[src/rtl/subset_alu_pkg.sv]
package subset_alu_pkg;
  localparam int OPC_W = 6;

  localparam logic [OPC_W-1:0] OPC_RTYPE = 6'd0;
  localparam logic [OPC_W-1:0] OPC_ADDI  = 6'd8;
  localparam logic [OPC_W-1:0] OPC_SLTI  = 6'd10;
  localparam logic [OPC_W-1:0] OPC_ANDI  = 6'd12;
  localparam logic [OPC_W-1:0] OPC_ORI   = 6'd13;
  localparam logic [OPC_W-1:0] OPC_XORI  = 6'd14;
  localparam logic [OPC_W-1:0] OPC_LUI   = 6'd15;

  localparam logic [OPC_W-1:0] FN_ADD = 6'd32;
  localparam logic [OPC_W-1:0] FN_SUB = 6'd34;
  localparam logic [OPC_W-1:0] FN_AND = 6'd36;
  localparam logic [OPC_W-1:0] FN_OR  = 6'd37;
  localparam logic [OPC_W-1:0] FN_XOR = 6'd38;
  localparam logic [OPC_W-1:0] FN_NOR = 6'd39;
  localparam logic [OPC_W-1:0] FN_SLT = 6'd42;

  typedef enum logic [3:0] {
    ALU_ADD, ALU_SUB, ALU_SLT, ALU_AND, ALU_OR, ALU_XOR, ALU_NOR, ALU_LUI, ALU_NONE
  } alu_op_e;

  typedef enum logic [1:0] {
    SRC_REG, SRC_SEXT, SRC_ZEXT
  } src_sel_e;
endpackage

[src/rtl/subset_alu_dec.sv]
module subset_alu_dec
  import subset_alu_pkg::*;
(
  input  logic [OPC_W-1:0] opcode_i,
  input  logic [OPC_W-1:0] funct_i,
  output alu_op_e          op_o,
  output src_sel_e         src_o,
  output logic             illegal_o
);
  always_comb begin
    op_o      = ALU_NONE;
    src_o     = SRC_REG;
    illegal_o = 1'b0;
    unique case (opcode_i)
      OPC_RTYPE: begin
        unique case (funct_i)
          FN_ADD:  op_o = ALU_ADD;
          FN_SUB:  op_o = ALU_SUB;
          FN_AND:  op_o = ALU_AND;
          FN_OR:   op_o = ALU_OR;
          FN_XOR:  op_o = ALU_XOR;
          FN_NOR:  op_o = ALU_NOR;
          FN_SLT:  op_o = ALU_SLT;
          default: illegal_o = 1'b1;
        endcase
      end
      OPC_ADDI: begin op_o = ALU_ADD; src_o = SRC_SEXT; end
      OPC_SLTI: begin op_o = ALU_SLT; src_o = SRC_SEXT; end
      OPC_ANDI: begin op_o = ALU_AND; src_o = SRC_ZEXT; end
      OPC_ORI:  begin op_o = ALU_OR;  src_o = SRC_ZEXT; end
      OPC_XORI: begin op_o = ALU_XOR; src_o = SRC_ZEXT; end
      OPC_LUI:  op_o = ALU_LUI;
      default:  illegal_o = 1'b1;
    endcase
  end
endmodule

[src/rtl/subset_alu_opnd.sv]
module subset_alu_opnd
  import subset_alu_pkg::*;
#(
  parameter int DATA_W = 32,
  parameter int IMM_W  = 16
) (
  input  src_sel_e          src_i,
  input  logic [DATA_W-1:0] rt_val_i,
  input  logic [IMM_W-1:0]  imm_i,
  output logic [DATA_W-1:0] opnd_b_o
);
  localparam int EXT_W = DATA_W - IMM_W;

  logic [DATA_W-1:0] imm_sext, imm_zext;
  assign imm_sext = {{EXT_W{imm_i[IMM_W-1]}}, imm_i};
  assign imm_zext = {{EXT_W{1'b0}}, imm_i};

  always_comb begin
    unique case (src_i)
      SRC_SEXT: opnd_b_o = imm_sext;
      SRC_ZEXT: opnd_b_o = imm_zext;
      default:  opnd_b_o = rt_val_i;
    endcase
  end
endmodule

[src/rtl/subset_alu_core.sv]
module subset_alu_core
  import subset_alu_pkg::*;
#(
  parameter int DATA_W = 32,
  parameter int IMM_W  = 16
) (
  input  alu_op_e           op_i,
  input  logic [DATA_W-1:0] a_i,
  input  logic [DATA_W-1:0] b_i,
  input  logic [IMM_W-1:0]  imm_i,
  output logic [DATA_W-1:0] result_o
);
  localparam int LO_W = DATA_W - IMM_W;

  logic              sub_en;
  logic [DATA_W-1:0] b_inv, sum;
  logic              ovf, lt;

  // single adder shared by add, sub and slt
  assign sub_en = (op_i == ALU_SUB) || (op_i == ALU_SLT);
  assign b_inv  = sub_en ? ~b_i : b_i;
  assign sum    = a_i + b_inv + {{(DATA_W-1){1'b0}}, sub_en};
  assign ovf    = (a_i[DATA_W-1] != b_i[DATA_W-1]) && (sum[DATA_W-1] != a_i[DATA_W-1]);
  assign lt     = sum[DATA_W-1] ^ ovf;

  always_comb begin
    unique case (op_i)
      ALU_ADD, ALU_SUB: result_o = sum;
      ALU_SLT: result_o = {{(DATA_W-1){1'b0}}, lt};
      ALU_AND: result_o = a_i & b_i;
      ALU_OR:  result_o = a_i | b_i;
      ALU_XOR: result_o = a_i ^ b_i;
      ALU_NOR: result_o = ~(a_i | b_i);
      ALU_LUI: result_o = {imm_i, {LO_W{1'b0}}};
      default: result_o = '0;
    endcase
  end
endmodule

[src/rtl/subset_alu.sv]
module subset_alu
  import subset_alu_pkg::*;
#(
  parameter int DATA_W = 32,
  parameter int IMM_W  = 16
) (
  input  logic [OPC_W-1:0]  opcode_i,
  input  logic [OPC_W-1:0]  funct_i,
  input  logic [DATA_W-1:0] rs_val_i,
  input  logic [DATA_W-1:0] rt_val_i,
  input  logic [IMM_W-1:0]  imm_i,
  output logic [DATA_W-1:0] result_o,
  output logic              eq_o,
  output logic              neg_o,
  output logic              illegal_o
);
  alu_op_e           op;
  src_sel_e          src;
  logic [DATA_W-1:0] opnd_b;

  subset_alu_dec u_dec (
    .opcode_i (opcode_i),
    .funct_i  (funct_i),
    .op_o     (op),
    .src_o    (src),
    .illegal_o(illegal_o)
  );

  subset_alu_opnd #(.DATA_W(DATA_W), .IMM_W(IMM_W)) u_opnd (
    .src_i   (src),
    .rt_val_i(rt_val_i),
    .imm_i   (imm_i),
    .opnd_b_o(opnd_b)
  );

  subset_alu_core #(.DATA_W(DATA_W), .IMM_W(IMM_W)) u_core (
    .op_i    (op),
    .a_i     (rs_val_i),
    .b_i     (opnd_b),
    .imm_i   (imm_i),
    .result_o(result_o)
  );

  assign eq_o  = (rs_val_i == rt_val_i);
  assign neg_o = rs_val_i[DATA_W-1];
endmodule

[config.mk]
export PLATFORM = sky130hd
export DESIGN_NAME = subset_alu
export DESIGN_NICKNAME = d
export VERILOG_FILES = /design/src/rtl/subset_alu_pkg.sv /design/src/rtl/subset_alu_dec.sv /design/src/rtl/subset_alu_opnd.sv /design/src/rtl/subset_alu_core.sv /design/src/rtl/subset_alu.sv
export SDC_FILE = /design/constraint.sdc
export NUM_CORES = 1
export LEC_CHECK = 0
export ABC_AREA = 1
export BUFFER_PORTS_ARGS = -buffer_cell sky130_fd_sc_hd__buf_4
export CAP_MARGIN = 20
export CORE_UTILIZATION = 40
export DETAILED_ROUTE_END_ITERATION = 8
export SETUP_SLACK_MARGIN = 0.2
export SLEW_MARGIN = 5
export SYNTH_ARGS = -nofsm -noshare
export SYNTH_HDL_FRONTEND = slang
export SYNTH_SLANG_ARGS = --single-unit
export TNS_END_PERCENT = 5
[constraint.sdc]
create_clock -name vclk -period 10.3
set_input_delay 0 -clock vclk [all_inputs]
set_output_delay 0 -clock vclk [all_outputs]
set_load 0.02 [all_outputs]
# ---- After elaboration in Yosys (flattened, before gate mapping)
# Index checks and enable logic that the tools add are counted.
dict set report totals {
  regBits 0
  input_bits 92
  wordCells 50
}
dict set report classes {
  add_sub_neg 2
  eq_ne 25
  muxes 8
  bitwise 6
  n_reduce_logical 9
}
# cell n
set op_table {}
lappend op_table {{32-bit one-hot mux with 7 select lines} 1}
lappend op_table {{32-bit NOT} 2}
lappend op_table {{32-bit one-hot mux with 2 select lines} 1}
lappend op_table {{4-bit one-hot mux with 7 select lines} 2}
lappend op_table {{6-bit == test (second input constant)} 7}
lappend op_table {{6-bit by 4-bit == test with 1-bit output (second input constant)} 6}
lappend op_table {{32-bit by 1-bit adder with 32-bit output} 1}
lappend op_table {{32-bit adder} 1}
lappend op_table {{32-bit AND} 1}
lappend op_table {{32-bit == test} 1}
lappend op_table {{32-bit two-way mux} 1}
lappend op_table {{32-bit OR} 1}
lappend op_table {{32-bit XOR} 1}
lappend op_table {{4-bit by 3-bit == test with 1-bit output (second input constant)} 4}
lappend op_table {{4-bit by 2-bit == test with 1-bit output (second input constant)} 2}
lappend op_table {{7-bit OR reduction} 1}
lappend op_table {{6-bit logical NOT} 1}
lappend op_table {{6-bit OR reduction} 1}
lappend op_table {{4-bit by 1-bit == test with 1-bit output (second input constant)} 1}
lappend op_table {{4-bit logical NOT} 1}
lappend op_table {{2-bit one-hot mux with 2 select lines} 1}
lappend op_table {{2-bit OR reduction} 2}
lappend op_table {{3-bit OR reduction} 1}
lappend op_table {{2-bit by 1-bit == test with 1-bit output (second input constant)} 1}
lappend op_table {{7 further kinds} 8}

# ---- Longest topological paths before layout
dict set report logic_depth {
  depth_word 13
  depth_mapped 28
  depth_no_buf 26
}

# ---- Hierarchy
# Synthesis repeated with hierarchy kept, for this count alone.
dict set report unflattened {
  cells_unflattened 1050
  area_unflattened_um2 5641.7
}
# module n_inst cells_per_inst area_each_um2 seq_area_each_um2
set by_module_without_submodules {}
lappend by_module_without_submodules {subset_alu_core 1 698 4176.5 0.0}
lappend by_module_without_submodules {subset_alu 1 169 653.1 0.0}
lappend by_module_without_submodules {subset_alu_opnd 1 127 540.5 0.0}
lappend by_module_without_submodules {subset_alu_dec 1 56 271.5 0.0}

# ---- Worst setup path before layout
# OpenSTA, ideal clock, no wires.
dict set report synth_timing {
  kind {in2out}
  start {input port opcode_i[4]}
  end {output port result_o[24]}
  arrival_ps 3824
  t_required_ps 10300
  slack_ps 6476
  stages 22
  cell_sequence {inv_1 > nand2_1 > nor2_2 > inv_2 > nor2_1 > ha_1 > buf_2 > inv_1 > clkbuf_1 > clkbuf_1 > nand3_1 > and2_1 > xor2_1 > ha_1 > a21oi_1 > a21oi_1 > nor2_1 > o21ai_2 > nand3_1 > nand3_1 > xnor2_1 > o311ai_0}
}
dict set report synth_via {
  elab_chain_len 10
  word_cells_on_any_way 33
}
# item line_no
set synth_rtl {}
lappend synth_rtl {{from (decl)} subset_alu.sv:7} ;# input logic [OPC_W-1:0] opcode_i,
lappend synth_rtl {{6-bit by 4-bit == test with 1-bit output} subset_alu_dec.sv:14} ;# unique case (opcode_i)
lappend synth_rtl {{3-bit OR reduction (no line) / 2-bit OR reduction (equally long branches)} -}
lappend synth_rtl {{2-bit one-hot mux with 2 select lines} subset_alu_dec.sv:14}
lappend synth_rtl {{2-bit == test / 2-bit by 1-bit == test with 1-bit output (equally long branches)} subset_alu_opnd.sv:19} ;# unique case (src_i)
lappend synth_rtl {{32-bit one-hot mux with 2 select lines} subset_alu_opnd.sv:19}
lappend synth_rtl {{32-bit NOT} subset_alu_core.sv:21} ;# assign b_inv = sub_en ? ~b_i : b_i;
lappend synth_rtl {{32-bit two-way mux} subset_alu_core.sv:21}
lappend synth_rtl {{32-bit adder} subset_alu_core.sv:22} ;# assign sum = a_i + b_inv + {{(DATA_W-1){1'b0}}, sub_en};
lappend synth_rtl {{32-bit by 1-bit adder with 32-bit output} subset_alu_core.sv:22}
lappend synth_rtl {{32-bit one-hot mux with 7 select lines *} subset_alu_core.sv:27} ;# unique case (op_i)
lappend synth_rtl {{to (decl)} subset_alu.sv:12} ;# output logic [DATA_W-1:0] result_o,
# Mark *: on every way between the ends. The rest lies on a longest branch, timed or not.

# ---- Worst setup path after layout
dict set report layout_timing {
  start {input port opcode_i[4]}
  end {output port result_o[16]}
}
# Same word-level chain as after synthesis.

==> flow_summary.json <==
{
  "status": "finished, violations left",
  "violations": "design-rule violations",
  "hold_class": "in2out",
  "num_io_pins": 127,
  "clkbuf_count": 0,
  "critPathCaptureType": "output port",
  "grt_pass1_wl_um": 31000,
  "die_h_um": 116,
  "syn_avg_cell_area_um2": 6.00,
  "setup_violations": 0,
  "fin_area_mm2": 0.00627,
  "die_x_um": 116,
  "maxCapViolCount": 0,
  "drt_pass1_iterations": 8,
  "critPathBufInv": 6,
  "diodes": 0,
  "synth.distinct_cells": 45,
  "cpPeakStageDelay_ns": 0.80,
  "viasPerCell": 5.53,
  "start_util_pct": 41.0,
  "leakagePower_uw": 0.00325,
  "crit_type": "in2out",
  "cts_setup_buffers": 0,
  "place_area_mm2": 0.00627,
  "crit_fanout": 31,
  "synthCells": 862,
  "grt.total_usage_pct": 30.3,
  "routedWlPerCell_um": 17.8,
  "fmax_mhz": 202,
  "worst-path-stages": 20,
  "hold_viol_final": 0,
  "synth_seq_area_share_pct": 0,
  "hold-path-cell-count": 2,
  "cts_resized": 0,
  "routed_wl_um": 20200,
  "cp-start-kind": "input port",
  "grt_setup_unrepaired": "false",
  "synth_area_mm2": 0.00517,
  "final_util_pct": 49.7,
  "p_per_area_mw_per_mm2": 49.7,
  "drt-initial-drc-count": 554,
  "hpwlAfterDp_um": 16500,
  "port_buffers": 127,
  "grt_pass1_vias": 5784,
  "tightest_slew_ns": 1.01,
  "slew_headroom_pct": 32.5,
  "rows": 41,
  "design.die.area_mm2": 0.0134,
  "grt_max_degree": 33,
  "antenna_found_initial": 0,
  "min_period_ns": 4.94,
  "crit_family": "compound AO/OA/AOI/OAI gates",
  "ant_nets": 0,
  "nets": 1158,
  "seq_cell_count": 0,
  "core_area_mm2": 0.0126,
  "drive_gt1_share_pct": 17.2,
  "ctsHoldBuffers": 0,
  "nFillCells": 1420,
  "ir_drop_mv": 0.0185,
  "overflow": 0,
  "dr_total_vias": 6300,
  "crit_arrival_ns": 4.94,
  "worstPathRequired_ns": 10.30,
  "regArea_um2": 0,
  "slew_viol_final": 0,
  "syn_to_final_growth_pct": 21.3,
  "remaining_drc_errors": 2,
  "yosys_warnings": 0,
  "timing.final.crit_share_pct": 48.0,
  "cp_slowest_cell": "inv_1",
  "syn_nets": 1051,
  "fin_setup_tns_ns": 0,
  "cp_cell_sequence": "buf_4, inv_1, nand2_1, nor2_2, inv_2, nor2_1, ha_1, inv_1, nand3_1, and2_1, xor2_1, ha_1, a21oi_1, inv_1, a21oi_1, o21ai_0, a21oi_1, xor2_1, o311ai_0, buf_4",
  "gp_congestion": 0.972
}
[area by class of cell]
class              instances  area [um2]  share of cell area (%)
inverters                125         469                    7.48
multi-input cells        710        4600                    73.3
well taps                172         215                    3.43
repair buffers           132         991                    15.8
[final timing paths]
check / startpoint / to / slack (ns)
setup / recovery: opcode_i[4] / result_o[16] / 5.36
hold / removal: rs_val_i[31] / neg_o / 0.25
[synthesized netlist by cell type (2+ instances only)]
master	count	area [um2]
a21oi_1	56	280
nor2_4	3	33.8
o21ai_1	4	20.0
nand2_1	161	604
nor3_1	9	45.0
xor2_1	54	473
a31oi_1	2	12.5
inv_1	121	454
nand4_1	11	68.8
a211oi_1	5	37.5
o311ai_0	6	52.6
nor2_2	3	18.8
a221oi_1	29	254
o21ai_0	56	280
or2_2	6	37.5
ha_1	96	1200
nor4_1	7	43.8
xnor2_1	4	35.0
o211ai_1	7	52.6
nand2_2	9	56.3
o21ai_2	2	17.5
a21boi_0	5	37.5
o2111ai_1	2	17.5
nand3_1	55	275
buf_2	8	40.0
and2_1	16	100
inv_2	4	15.0
o21a_1	4	30.0
a22oi_1	3	22.5
o22ai_1	9	56.3
or2_1	2	12.5
nand3_2	2	20.0
nor2_1	68	255
a21o_1	6	45.0
clkbuf_1	17	63.8
[metrics by stage]
step / setup WS (ns) / cells / power (uW) / hold WS, ns
2_1_floorplan: 6.48 / 862 / 193 / 0.113
3_3_place_gp: 5.58 / 1139 / 306 / 0.247
3_5_place_dp: 5.47 / 1139 / 306 / 0.249
4_1_cts: 5.47 / 1139 / 307 / 0.250
5_1_grt: 5.00 / 1139 / 344 / 0.259
6_report: 5.36 / 1139 / 312 / 0.247
[power by group]
| part | switching [uW] | total, uW | leakage [uW] | internal (uW) |
|---|---|---|---|---|
| registers | 0 | 0 | 0 | 0 |
| logic | 193 | 312 | 0.00325 | 119 |
| clock network | 0 | 0 | 0 | 0 |
| total | 193 | 312 | 0.00325 | 119 |
[cells by family after synthesis]
| kind of cell | after synthesis | share of synthesized area (%) |
|---|---|---|
| xor+xnor | 58 | 9.83 |
| fa+ha+maj | 97 | 23.6 |
| compound gates | 199 | 24.0 |
| simple gates | 356 | 31.2 |
| buf+inv | 152 | 11.3 |
[cell usage in the layout (no fill, tap or decap), types with 5 or more instances in the layout]
master,n
buf_4,132
inv_1,121
a21oi_1,56
and2_1,16
nor4_1,7
nand2_1,161
nand2_2,9
a21boi_0,5
or2_2,6
o21ai_0,56
ha_1,96
o311ai_0,6
o22ai_1,9
nand4_1,11
nor3_1,9
nand3_1,55
xor2_1,54
a211oi_1,5
a21o_1,6
o211ai_1,7
a221oi_1,29
nor2_1,66
[routing by layer]
| metal | routed length (um) | GRT usage (%) |
|---|---|---|
| met1 | 8980 | 41.5 |
| met2 | 9080 | 51.1 |
| met3 | 1610 | 2.09 |
| met4 | 554 | 8.38 |
| met5 | 0 | 0 |
Note: power is estimated with default switching activity, not from simulation.
